[src/rtl/tlbm_pkg.sv]
package tlbm_pkg;
  localparam int unsigned N_TLB  = 2;
  localparam int unsigned TLB_I  = 0;
  localparam int unsigned TLB_D  = 1;

  // maintenance indices; grouping by four drives the decode below
  localparam int unsigned IX_ALL       = 0;
  localparam int unsigned IX_ALL_IS    = 1;
  localparam int unsigned IX_I_ALL     = 2;
  localparam int unsigned IX_D_ALL     = 3;
  localparam int unsigned IX_VA_ASID   = 4;
  localparam int unsigned IX_VA_ASID_IS= 5;
  localparam int unsigned IX_I_VA_ASID = 6;
  localparam int unsigned IX_D_VA_ASID = 7;
  localparam int unsigned IX_ASID      = 8;
  localparam int unsigned IX_ASID_IS   = 9;
  localparam int unsigned IX_I_ASID    = 10;
  localparam int unsigned IX_D_ASID    = 11;
  localparam int unsigned IX_VA_ANY    = 12;
  localparam int unsigned IX_VA_ANY_IS = 13;

  typedef enum logic [2:0] {
    OP_NONE    = 3'd0,
    OP_ALL     = 3'd1,
    OP_VA_ASID = 3'd2,
    OP_ASID    = 3'd3,
    OP_VA_ANY  = 3'd4
  } tlbm_op_e;

  typedef struct packed {
    tlbm_op_e op;
    logic     to_i;
    logic     to_d;
  } tlbm_dec_t;
endpackage

[src/rtl/tlbm_index_decode.sv]
module tlbm_index_decode
  import tlbm_pkg::*;
#(
  parameter int unsigned IDX_W = 5
) (
  input  logic             en_i,
  input  logic [IDX_W-1:0] idx_i,
  output tlbm_dec_t        dec_o
);
  tlbm_dec_t dec;

  always_comb begin
    dec = '{op: OP_NONE, to_i: 1'b0, to_d: 1'b0};
    case (idx_i)
      IDX_W'(IX_ALL), IDX_W'(IX_ALL_IS):             dec = '{OP_ALL,     1'b1, 1'b1};
      IDX_W'(IX_I_ALL):                              dec = '{OP_ALL,     1'b1, 1'b0};
      IDX_W'(IX_D_ALL):                              dec = '{OP_ALL,     1'b0, 1'b1};
      IDX_W'(IX_VA_ASID), IDX_W'(IX_VA_ASID_IS):     dec = '{OP_VA_ASID, 1'b1, 1'b1};
      IDX_W'(IX_I_VA_ASID):                          dec = '{OP_VA_ASID, 1'b1, 1'b0};
      IDX_W'(IX_D_VA_ASID):                          dec = '{OP_VA_ASID, 1'b0, 1'b1};
      IDX_W'(IX_ASID), IDX_W'(IX_ASID_IS):           dec = '{OP_ASID,    1'b1, 1'b1};
      IDX_W'(IX_I_ASID):                             dec = '{OP_ASID,    1'b1, 1'b0};
      IDX_W'(IX_D_ASID):                             dec = '{OP_ASID,    1'b0, 1'b1};
      IDX_W'(IX_VA_ANY), IDX_W'(IX_VA_ANY_IS):       dec = '{OP_VA_ANY,  1'b1, 1'b1};
      default:                                       dec = '{OP_NONE,    1'b0, 1'b0};
    endcase
    if (!en_i) dec = '{OP_NONE, 1'b0, 1'b0};
  end

  assign dec_o = dec;
endmodule

[src/rtl/tlbm_field_extract.sv]
module tlbm_field_extract
  import tlbm_pkg::*;
#(
  parameter int unsigned DATA_W   = 32,
  parameter int unsigned PAGE_LSB = 12,
  parameter int unsigned ASID_W   = 8
) (
  input  logic [DATA_W-1:0] data_i,
  input  tlbm_op_e          op_i,
  output logic [DATA_W-1:0] page_o,
  output logic [ASID_W-1:0] asid_o
);
  localparam int unsigned PAGE_W = DATA_W - PAGE_LSB;

  logic use_page, use_asid;

  assign use_page = (op_i == OP_VA_ASID) || (op_i == OP_VA_ANY);
  assign use_asid = (op_i == OP_VA_ASID) || (op_i == OP_ASID);

  // fields a command does not use are forced to zero
  assign page_o = use_page ? {data_i[DATA_W-1:PAGE_LSB], {PAGE_LSB{1'b0}}}
                           : {PAGE_W'(0), {PAGE_LSB{1'b0}}};
  assign asid_o = use_asid ? data_i[ASID_W-1:0] : '0;
endmodule

[src/rtl/tlbm_cmd_reg.sv]
module tlbm_cmd_reg
  import tlbm_pkg::*;
#(
  parameter int unsigned DATA_W = 32,
  parameter int unsigned ASID_W = 8
) (
  input  logic              clk_i,
  input  logic              rst_ni,
  input  tlbm_dec_t         dec_i,
  input  logic [DATA_W-1:0] page_i,
  input  logic [ASID_W-1:0] asid_i,
  output logic [N_TLB-1:0]  all_o,
  output logic [N_TLB-1:0]  va_asid_o,
  output logic [N_TLB-1:0]  asid_cmd_o,
  output logic [N_TLB-1:0]  va_o,
  output logic [DATA_W-1:0] page_o,
  output logic [ASID_W-1:0] asid_o
);
  logic cmd_vld;
  assign cmd_vld = (dec_i.op != OP_NONE);

  for (genvar t = 0; t < N_TLB; t++) begin : g_tlb
    logic sel;
    assign sel = (t == TLB_I) ? dec_i.to_i : dec_i.to_d;

    always_ff @(posedge clk_i or negedge rst_ni) begin
      if (!rst_ni) begin
        all_o[t]      <= 1'b0;
        va_asid_o[t]  <= 1'b0;
        asid_cmd_o[t] <= 1'b0;
        va_o[t]       <= 1'b0;
      end else begin
        all_o[t]      <= sel && (dec_i.op == OP_ALL);
        va_asid_o[t]  <= sel && (dec_i.op == OP_VA_ASID);
        asid_cmd_o[t] <= sel && (dec_i.op == OP_ASID);
        va_o[t]       <= sel && (dec_i.op == OP_VA_ANY);
      end
    end
  end

  always_ff @(posedge clk_i or negedge rst_ni) begin
    if (!rst_ni) begin
      page_o <= '0;
      asid_o <= '0;
    end else if (cmd_vld) begin
      page_o <= page_i;
      asid_o <= asid_i;
    end
  end
endmodule

[src/rtl/tlb_maint_dec.sv]
module tlb_maint_dec
  import tlbm_pkg::*;
#(
  parameter int unsigned IDX_W    = 5,
  parameter int unsigned DATA_W   = 32,
  parameter int unsigned PAGE_LSB = 12,
  parameter int unsigned ASID_W   = 8
) (
  input  logic              clk_i,
  input  logic              rst_ni,
  input  logic              wr_en_i,
  input  logic [IDX_W-1:0]  wr_idx_i,
  input  logic [DATA_W-1:0] wr_data_i,
  output logic              itlb_all_o,
  output logic              itlb_va_asid_o,
  output logic              itlb_asid_o,
  output logic              itlb_va_o,
  output logic              dtlb_all_o,
  output logic              dtlb_va_asid_o,
  output logic              dtlb_asid_o,
  output logic              dtlb_va_o,
  output logic [DATA_W-1:0] page_addr_o,
  output logic [ASID_W-1:0] asid_o
);
  tlbm_dec_t          dec;
  logic [DATA_W-1:0]  page_nxt;
  logic [ASID_W-1:0]  asid_nxt;
  logic [N_TLB-1:0]   all_q, va_asid_q, asid_q, va_q;

  tlbm_index_decode #(.IDX_W(IDX_W)) u_dec (
    .en_i  (wr_en_i),
    .idx_i (wr_idx_i),
    .dec_o (dec)
  );

  tlbm_field_extract #(.DATA_W(DATA_W), .PAGE_LSB(PAGE_LSB), .ASID_W(ASID_W)) u_fld (
    .data_i (wr_data_i),
    .op_i   (dec.op),
    .page_o (page_nxt),
    .asid_o (asid_nxt)
  );

  tlbm_cmd_reg #(.DATA_W(DATA_W), .ASID_W(ASID_W)) u_reg (
    .clk_i      (clk_i),
    .rst_ni     (rst_ni),
    .dec_i      (dec),
    .page_i     (page_nxt),
    .asid_i     (asid_nxt),
    .all_o      (all_q),
    .va_asid_o  (va_asid_q),
    .asid_cmd_o (asid_q),
    .va_o       (va_q),
    .page_o     (page_addr_o),
    .asid_o     (asid_o)
  );

  assign itlb_all_o     = all_q[TLB_I];
  assign itlb_va_asid_o = va_asid_q[TLB_I];
  assign itlb_asid_o    = asid_q[TLB_I];
  assign itlb_va_o      = va_q[TLB_I];
  assign dtlb_all_o     = all_q[TLB_D];
  assign dtlb_va_asid_o = va_asid_q[TLB_D];
  assign dtlb_asid_o    = asid_q[TLB_D];
  assign dtlb_va_o      = va_q[TLB_D];
endmodule

[config.mk]
export PLATFORM = sky130hd
export DESIGN_NAME = tlb_maint_dec
export DESIGN_NICKNAME = d
export VERILOG_FILES = /design/src/rtl/tlbm_pkg.sv /design/src/rtl/tlbm_index_decode.sv /design/src/rtl/tlbm_field_extract.sv /design/src/rtl/tlbm_cmd_reg.sv /design/src/rtl/tlb_maint_dec.sv
export SDC_FILE = /design/constraint.sdc
export NUM_CORES = 1
export LEC_CHECK = 0
export ABC_AREA = 1
export BUFFER_PORTS_ARGS = -buffer_cell sky130_fd_sc_hd__buf_4
export CORE_MARGIN = 3
export CORE_UTILIZATION = 25
export CTS_BUF_LIST = sky130_fd_sc_hd__clkbuf_4 sky130_fd_sc_hd__clkbuf_8 sky130_fd_sc_hd__clkbuf_16
export DETAILED_ROUTE_END_ITERATION = 10
export PLACE_DENSITY = 0.49
export SKIP_LAST_GASP = 1
export SLEW_MARGIN = 0
export SYNTH_ARGS = -nofsm -noshare
export SYNTH_HDL_FRONTEND = slang
export SYNTH_SLANG_ARGS = --single-unit
export TNS_END_PERCENT = 1
[constraint.sdc]
create_clock -name clk_i -period 1.7 [get_ports clk_i]
set_input_delay 0.085 -clock clk_i [delete_from_list [all_inputs] [get_ports clk_i]]
set_output_delay 0.085 -clock clk_i [all_outputs]
set_load 0.05 [all_outputs]
==> metrics <==
RSZ-0062 raised after global routing no; Buffers on Ports 71; relative slew slack 65.3%; Mapped Area ~1500 um^2; leakage power around 1.3 nW; # DRC 0; Initial Util 26.8%; crit end category output port; required time of the critical path ~1600 ps; post-route cell area 2360 um^2; final hold vios 0; worst hold slack 8.64 ps; CP Buf/Inv Count 1; Chip Width roughly 84 um; number of post-CTS setup repair buffers 0; class of the worst hold path input pin to flop; Antenna diodes 0; initial antenna violation count 0; largest net degree at the start of global routing 37; clock-pin slew on the worst setup and hold paths about 70 ps; Slew Viols, Final 0; Synth cell types 15; clock buffer depth 2; total power 0.00236 W; Peak VDD IR between 0.4 and 0.5 mV; Antenna Nets Post-Route 0; Fillers 601; CTS H-tree lvls 2; worst path cell trace buf_4; grt total ovfl 0; layout cell share with drive strength beyond 1 ~34%; synthesis-stage register bit count 36; DRT Pass-1 Iters 4; area of placed instances just over 2000 um^2; syn_area_per_cell roughly 9.3 um^2; Core Box Area 5740 um^2; Period Utilization, post-route between 50% and 60%; drt total wl ~3700 um; sequential element share of the synthesized area between 50% and 60%; worst slew pin tran a little over 500 ps; pwr/cell area 996 nW/um^2; clk sinks 36; Synth Warn # 0; total CTS buffers 5; Clock Latency Late Sink approximately 270 ps; Fin Clk Skew 0 ps; Setup TNS 0 ps; first-pass GRT wire length between 6000 and 7000 um; critical path class flop to output port; # rows 27; DP HPWL 2590 um; Achievable Freq roughly 1.1 GHz; detailed router's first-iteration violation count 31; max cap viols 0; via count approximately 1300; drt wl/cell 11.1 um; routed vias/inst between 3 and 4; crit-path max FO 2; cell family with most CP delay flip-flops; Area growth, synth to finish 53.5%; Final Wtd Congestion between 0.6 and 0.7; I/O pin count 88; CP max stage delay 390 ps; die footprint 7140 um^2; Setup crit start kind flop; final-stage net count between 200 and 300; Final setup violation count 0; Die H around 84 um; vias in the first global route 1292; CTS tree done; status completed; CP max stage cell dfrtp_1; WP data arrival 860 ps; root buffer cell clkbuf_8; fin crit period ~950 ps; cell count after synthesis 166; post-cts sizing count 0; Total GRT Usage 10.7%
==> metal layers <==
layer  up-vias  global-route usage, %  routed length, um
met3         2                   3.93                261
met4         0                   3.02                 15
li1        678                      -                  -
met1       591                   13.0               1620
met2        51                   17.7               1780
met5         -                      0                  0
==> final timing paths <==
path                                       to        startpoint  cells past startpoint  slack (ps)
min in group asynchronous  u_reg.va_asid_o[1]            rst_ni                      2         310
setup / recovery              page_addr_o[15]  u_reg.page_o[15]                      1         750
hold / removal               u_reg.page_o[21]     wr_data_i[21]                      3           9
setup reg to reg             u_reg.page_o[15]  u_reg.page_o[15]                      2        1080
max in group asynchronous    u_reg.page_o[18]            rst_ni                      2        1080
hold reg to reg              u_reg.page_o[29]  u_reg.page_o[29]                      2         480
==> registers in the layout, indices dropped and copies added, names as in the netlist <==
register / cells
u_reg.asid_cmd_o: 2
u_reg.all_o: 2
u_reg.asid_o: 8
u_reg.va_asid_o: 2
u_reg.page_o: 20
u_reg.va_o: 2
==> synthesized netlist by cell type <==
cell type | n | share of area, %
a21oi_1 | 6 | 1.9
buf_4 | 13 | 6.3
buf_6 | 4 | 2.9
conb_1 | 1 | 0.24
dfrtp_1 | 36 | 58
inv_1 | 6 | 1.5
inv_2 | 1 | 0.24
nand2_1 | 78 | 19
nand2_2 | 4 | 1.6
nand3_1 | 2 | 0.65
nand3b_1 | 1 | 0.49
nand4_1 | 8 | 3.2
nor2_1 | 4 | 0.97
nor2_8 | 1 | 1.3
o21ai_4 | 1 | 1.1
==> metrics by stage <==
| step | cells | worst slack, ps | utilization (%) |
|---|---|---|---|
| CTS | 332 | 736 | 41.2 |
| global route | 332 | 705 | 41.2 |
| detailed placement | 305 | 539 | 36.2 |
| finish | 332 | 753 | 41.2 |
| floorplan | 177 | 824 | - |
| global placement | 305 | 551 | 36.2 |
==> logic make-up after synthesis <==
family          synth area share [%]
flops                           58.5
compound gates                  3.01
other cells                    0.243
simple gates                    27.3
buf+inv                         11.0
==> tightest hold or removal path, delay by kind of cell <==
kind | cells | cell delay [ps]
buffers and inverters | 1 | 80
and+or+nand+nor | 2 | 90
==> layout by cell type, fill, tap and decap left out, types with 2 or more instances in the layout <==
master and count:
inv_1 6, nor2_1 4, nand4_1 8, nand3_1 2, nand2_2 4, clkbuf_8 6
a21oi_1 6, dfrtp_1 36, conb_1 12, dlygate4sd3_1 19, nand2_1 78, clkbuf_4 2
buf_4 73
==> final cells by class <==
type | count | area (um^2) | area share (%)
Clock buffer | 8 | 97.6 | 4.13
Sequential cell | 36 | 901 | 38.1
Multi-Input combinational cell | 117 | 512 | 21.6
Timing Repair Buffer | 92 | 738 | 31.2
Inverter | 7 | 26.3 | 1.11
Tap cell | 72 | 90.1 | 3.81
==> repair_timing <==
action / in CTS / in global routing
endpoints found under the setup margin: 0 / 0
hold endpoints to repair: 54 / 0
hold buffers: 19 / 0
==> power breakdown <==
part           internal [W]  switching (W)
registers          0.000938      0.0000444
clock network      0.000362       0.000274
logic              0.000231       0.000506
No activity file was read; power rests on OpenSTA's default activity.
